**src/rtl/baud_tick_gen.sv**
```systemverilog
module baud_tick_gen #(
  parameter int RATE_W           = 8,
  parameter int OS_RATIO         = 16,
  parameter bit LOCK_WHEN_ACTIVE = 1'b1
) (
  input  logic              clk,
  input  logic              rst_n,
  input  logic              wr_en,
  input  logic              wr_addr,
  input  logic [7:0]        wr_data,
  input  logic              tx_en,
  input  logic              rx_en,
  input  logic              half_base,
  output logic [7:0]        mode_q,
  output logic [RATE_W-1:0] rate_q,
  output logic              bit_tick,
  output logic              os_tick,
  output logic [3:0]        frame_bits
);

  localparam int PRE_W = 8;
  localparam int OS_W  = $clog2(OS_RATIO);
  localparam logic [OS_W-1:0] OS_LAST = OS_W'(OS_RATIO - 1);

  logic [PRE_W-1:0]  pre_cnt, pre_div, pre_last;
  logic [RATE_W-1:0] rate_cnt;
  logic [OS_W-1:0]   os_cnt;
  logic              locked, wr_ok, pre_hit;

  assign locked = LOCK_WHEN_ACTIVE && (tx_en || rx_en);
  assign wr_ok  = wr_en && !locked;

  always_ff @(posedge clk or negedge rst_n) begin
    if (!rst_n) begin
      mode_q <= 8'h00;
      rate_q <= '1;
    end else if (wr_ok) begin
      if (wr_addr) rate_q <= wr_data[RATE_W-1:0];
      else         mode_q <= wr_data;
    end
  end

  assign pre_div  = (half_base ? PRE_W'(1) : PRE_W'(2)) << {mode_q[1:0], 1'b0};
  assign pre_last = pre_div - PRE_W'(1);
  assign pre_hit  = pre_cnt >= pre_last;
  assign os_tick  = pre_hit && (rate_cnt == rate_q);
  assign bit_tick = os_tick && (os_cnt == OS_LAST);

  always_ff @(posedge clk or negedge rst_n) begin
    if (!rst_n) begin
      pre_cnt  <= '0;
      rate_cnt <= '0;
      os_cnt   <= '0;
    end else if (wr_ok) begin
      pre_cnt  <= '0;
      rate_cnt <= '0;
      os_cnt   <= '0;
    end else begin
      pre_cnt <= pre_hit ? '0 : pre_cnt + PRE_W'(1);
      if (pre_hit)
        rate_cnt <= (rate_cnt == rate_q) ? '0 : rate_cnt + RATE_W'(1);
      if (os_tick)
        os_cnt <= (os_cnt == OS_LAST) ? '0 : os_cnt + OS_W'(1);
    end
  end

  assign frame_bits = 4'd8 - 4'(mode_q[6]) + 4'(mode_q[5]) + 4'(mode_q[3]) + 4'd2;

  AST_RATE_STORED: assert property (@(posedge clk) disable iff (!rst_n)
    (wr_en && wr_addr && !tx_en && !rx_en) |=> rate_q == $past(wr_data[RATE_W-1:0]));
  AST_RELOAD_QUIET: assert property (@(posedge clk) disable iff (!rst_n)
    (wr_en && !tx_en && !rx_en) |=> !bit_tick);
  AST_BIT_PULSE: assert property (@(posedge clk) disable iff (!rst_n)
    bit_tick |=> !bit_tick);
  AST_FRAME_RANGE: assert property (@(posedge clk) disable iff (!rst_n)
    frame_bits >= 4'd9 && frame_bits <= 4'd12);

  if (LOCK_WHEN_ACTIVE) begin : g_lock_chk
    AST_LOCK_HOLD: assert property (@(posedge clk) disable iff (!rst_n)
      (wr_en && (tx_en || rx_en)) |=> ($stable(mode_q) && $stable(rate_q)));
  end

endmodule

```
**config.mk**
```make
export PLATFORM = sky130hd
export DESIGN_NAME = baud_tick_gen
export DESIGN_NICKNAME = d
export VERILOG_FILES = /design/src/rtl/baud_tick_gen.sv
export SDC_FILE = /design/constraint.sdc
export NUM_CORES = 1
export LEC_CHECK = 0
export BUFFER_PORTS_ARGS = -buffer_cell sky130_fd_sc_hd__buf_4
export CAP_MARGIN = 20
export CORE_AREA = 2 2 71 60
export CTS_BUF_LIST = sky130_fd_sc_hd__clkbuf_8 sky130_fd_sc_hd__clkbuf_16
export DETAILED_ROUTE_END_ITERATION = 16
export DIE_AREA = 0 0 73 62
export GPL_ROUTABILITY_DRIVEN = 0
export PLACE_DENSITY_LB_ADDON = 0.12
export SYNTH_ARGS = -nofsm -noshare
export SYNTH_HDL_FRONTEND = slang
export SYNTH_SLANG_ARGS = --single-unit
```
**constraint.sdc**
```tcl
create_clock -name clk -period 4 [get_ports clk]
set_input_delay 0.2 -clock clk [delete_from_list [all_inputs] [get_ports clk]]
set_output_delay 0.2 -clock clk [all_outputs]
set_load 0.02 [all_outputs]
```
Yosys cells after proc, flatten, opt, wreduce, memory -nomap -nowiden
Index checks and enable logic that the tools add are counted.
W data, S select, Z words.
Storage, ports and cells
  flip-flop bits (word level): 36
Operators by class
  equal/unequal tests: 2
  add/sub/neg operators: 8
  bitwise operators: 1
  multiplexer cells: 9
  $lt $le $gt $ge: 1
  shift-type cells: 1
  reduce and logical (&&, ||, !) cells: 9
Operators by type and width (number)
  $mux W8: 5
  $add A8 B1 Y8 const B: 2
  $mux W4: 3
  $add A4 B1 Y4: 2
  $eq A8 B8 Y1: 1
  $ge A8 B8 Y1: 1
  $shl A2 B3 Y8: 1
  $sub A8 B1 Y8 const B: 1
  $add A4 B1 Y4 const B: 1
  $add A4 B2 Y4 const B: 1
  $eq A4 B4 Y1 const B: 1
  $reduce_and A2 Y1: 2
  $reduce_bool A2 Y1: 2
  $sub A4 B1 Y4 const A: 1
  $logic_and A1 B1 Y1: 3
  $mux W2: 1
  $logic_not A1 Y1: 1
  $logic_or A1 B1 Y1: 1
  $not A1 Y1: 1

Longest topological paths before layout
  depth in word-level cells: 7
  depth in mapped cells: 10

Worst setup path before layout
OpenSTA, ideal clock, no wires.
  path type: register to output
  start: reg mode_q[0]
  end: out bit_tick
  slack: 1736 ps
  cell stages (with the launch flop): 10
  data required time: 3800 ps
  path buffers: 1
  data arrival time: 2064 ps
  cells stage by stage: dfrtp_1 -> nor2_1 -> nand2_1 -> ha_1 -> and3_1 -> o21ai_0 -> a31o_2 -> buf_2 -> a21o_1 -> nor2_1
On the way
  word-level cells in the longest chain between the ends: 5
RTL lines
  start, declared: RTL line 14  | output logic [7:0] mode_q,
  start signal, assigned: RTL line 39  | else mode_q <= wr_data;
  $shl A2 B3 Y8: RTL line 43  | assign pre_div = (half_base ? PRE_W'(1) : PRE_W'(2)) << {mode_q[1:0], 1'b0};
  $sub A8 B1 Y8: RTL line 44  | assign pre_last = pre_div - PRE_W'(1);
  $ge A8 B8 Y1: RTL line 45  | assign pre_hit = pre_cnt >= pre_last;
  $logic_and A1 B1 Y1: RTL line 46  | assign os_tick = pre_hit && (rate_cnt == rate_q);
  $logic_and A1 B1 Y1: RTL line 47  | assign bit_tick = os_tick && (os_cnt == OS_LAST);
  end, declared: RTL line 16  | output logic bit_tick,
Every way passes these cells.

Worst setup path in the final report
Same ends and word-level chain as after synthesis.

==> run summary <==
RSZ-0062 raised after global routing: false
TNS Setup: 0 ns
Vias/cell: 5.448
Yosys cell types: 36
crit path kind: flip-flop to output pin
adder-cell area share of the yosys netlist: 8.610%
P&R area growth vs syn: 20.36%
overflow left after global routing: 0
total CTS buffers: 5
most frequent cells in the layout: buf_4, dfrtp_1, inv_1
Worst path slowest cell: dfrtp_1
Slew @ Worst Pin: 0.5091 ns
max-slew violations: 0
peak fanout along the critical path: 10
FF-to-FF Start: mode_q[0]
first-pass GRT wire length: 6720 microns
clock sink count: 36
Multi-input gate area: 0.001036 sq mm
clock root cell: clkbuf_8
Initial Util: 51.97%
EDFF count, synth: 0
post-synthesis cell area: 0.002034 sq mm
post-synthesis mux area share: 10.27%
Port Buffers: 35
Synth warnings: 0
core box area: 0.003915 sq mm
Top FF cell, synth: dfrtp_1
largest net degree at the start of global routing: 37
Startpoint Class: flip-flop
Syn Area/Cell: 10.43 sq um
ANT cells: 0
Layout Nets: 263
final wirelength: 4161 microns
Storage cell area: 910.9 sq um
# fillers: 338
worst hold start: wr_data[5]
post-cts resize count: 0
# DRC: 0
Post-Syn Instances: 195
worst hold path cell count: 3
I/O pins: 37
worst vdd ir: 0.3671 mV
number of global-route vias before repair: 1412
Post-synth ARST share: 100.0%
Power Dens Cells: 560.6 mW/mm^2
Cells after DPL: 272
largest family of logic cells by synthesized area: simple AND/OR/NAND/NOR gates
Worst setup EP type: output pin
Synth Area in Simple Gates: 15.01%
total design power: 1373 uW
Worst Path Buf+Inv: 1
most common cell after layout, fill and taps aside: buf_4
Final ANT Viol Nets: 0
R2R Setup Slk: 1.76 ns
slowest cell delay on critical path: 0.45 ns
drt wl/cell: 14.81 microns
worst min path class: primary input to flip-flop
H-tree levels: 2
# rows: 21
Final min period: 2.527 ns
Final period util: 63.17%
worst reg2reg path depth: 7
post-synthesis sequential area ratio: 44.77%
WP data required: 3.80 ns
Placed Area: 0.002331 sq mm
compound-cell area share of the yosys netlist: 10.21%
FF+latch count, synth: 36
Post-Synth XOR/XNOR Area: 6.458%
CP delay by family, top: compound AO/OA/AOI/OAI gates
chip height: 62 microns
CTS Buffer Depth: 2
layout cell share with drive strength beyond 1: 31.49%
outcome: finished, final reports clean
DP Wirelength: 3158 microns
# Max-Cap Violations: 0
CP Cell Sequence: nand3_1, ha_1, a21oi_1, nand2_1, a21oi_2, a21o_1, nor2_1, buf_4
CTS tree: built
LEAKAGE: 0.001163 uW
fin cells: 281
hold worst-path end: mode_q[5]
clock skew: 0.003359 ns
Setup violations, final: 0
clk slew on worst S/H paths: 0.07 ns
DR pass1 iterations: 4
all-layer global routing usage: 20.05%
reg-to-reg endpoint: rate_cnt[7]
Final Util: 62.54%
Die ar.: 0.004526 sq mm
Iteration-0 DRC Markers: 63
Post-Layout Inst Area: 0.002449 sq mm
initial antenna violation count: 0
Die X: 73 microns
Final Hold Vio Count: 0
relative slew slack: 65.78%
via count: 1531
f_max: 395.8 MHz
Critical Path AT: 2.33 ns
Skew-Pair Late Insertion Delay: 0.28 ns
[flip-flops by register name, indices dropped and copies added (netlist names)]
register and count:
os_cnt 4, rate_q 8, mode_q 8, pre_cnt 8, rate_cnt 8
[through the flow]
step	setup slack, ns	hold WS (ns)
floorplan	1.736	-0.09559
global placement	1.847	0.1783
detailed placement	1.778	0.1833
CTS	1.457	0.1334
global route	1.263	0.1297
finish	1.473	0.1356
[power breakdown]
part | leakage [uW] | switching, uW | internal [uW] | total [uW]
sequential | 0.000444 | 113 | 463 | 576
clock | 0.0000593 | 127 | 182 | 309
combinational | 0.000659 | 266 | 221 | 487
total | 0.00116 | 506 | 867 | 1370
[logic make-up after synthesis]
logic type,after synthesis
AOI/OAI and AO/OA,27
xor gates and xnor gates,15
adders and majority gates,14
buffers and inverters,22
DFF,36
muxes,19
other,1
and+or+nand+nor,61
[worst max path at each step]
stage	startpoint	endpoint	depth (start not counted)
final	mode_q[0]	bit_tick	8
after global routing	mode_q[0]	bit_tick	9
after CTS	mode_q[0]	bit_tick	9
after detailed placement	mode_q[0]	bit_tick	9
after global placement	mode_q[0]	bit_tick	9
after floorplan	mode_q[0]	bit_tick	9
[routing by layer]
metal  track usage [%]  wire (microns)  share of wire [%]  vias to the layer above
met4             6.349              42                1.0                        0
li1                  -               -                  -                      763
met1             26.65            1976                 47                      723
met5                 0               0                  0                        -
met3             5.806             217                5.2                        4
met2             32.05            1925                 46                       41
[worst register-to-register path, delay by kind of cell (launching register included)]
family,cells,cell delay [ns]
adders and majority gates,1,0.32
DFF,1,0.45
and+or+nand+nor,3,0.59
AOI/OAI and AO/OA,3,0.81
[cell type report]
cell class	instances	area share, %
well taps	46	2.351
clock buffers	5	2.810
repair buffers	36	11.14
flip-flops and latches	36	37.20
multi-input cells	138	42.31
clock inverters	3	1.584
inverters	17	2.606
[synth_stat cells, drive strengths merged (2+ instances only)]
| cell | n | share of area [%] |
|---|---|---|
| dfrtp | 28 | 34 |
| inv | 17 | 3.1 |
| mux2 | 15 | 8.3 |
| nand2 | 15 | 2.8 |
| nand3 | 15 | 3.7 |
| ha | 14 | 8.6 |
| nor2 | 14 | 2.7 |
| xor2 | 13 | 5.6 |
| dfstp | 8 | 10 |
| a21oi | 6 | 1.8 |
| and3 | 6 | 1.8 |
| o21ai | 6 | 1.5 |
| nand4 | 5 | 1.5 |
| o22ai | 5 | 1.5 |
| a32oi | 4 | 1.7 |
| mux2i | 4 | 2.0 |
| buf | 3 | 0.98 |
| clkbuf | 2 | 0.37 |
| nor4 | 2 | 1.2 |
| xnor2 | 2 | 0.86 |
[timing repair]
item | CTS | global route
setup buffers | 0 | 0
hold endpoints to repair | 28 | 0
hold buffers | 1 | 0
Power figures use the tool's default switching activity.
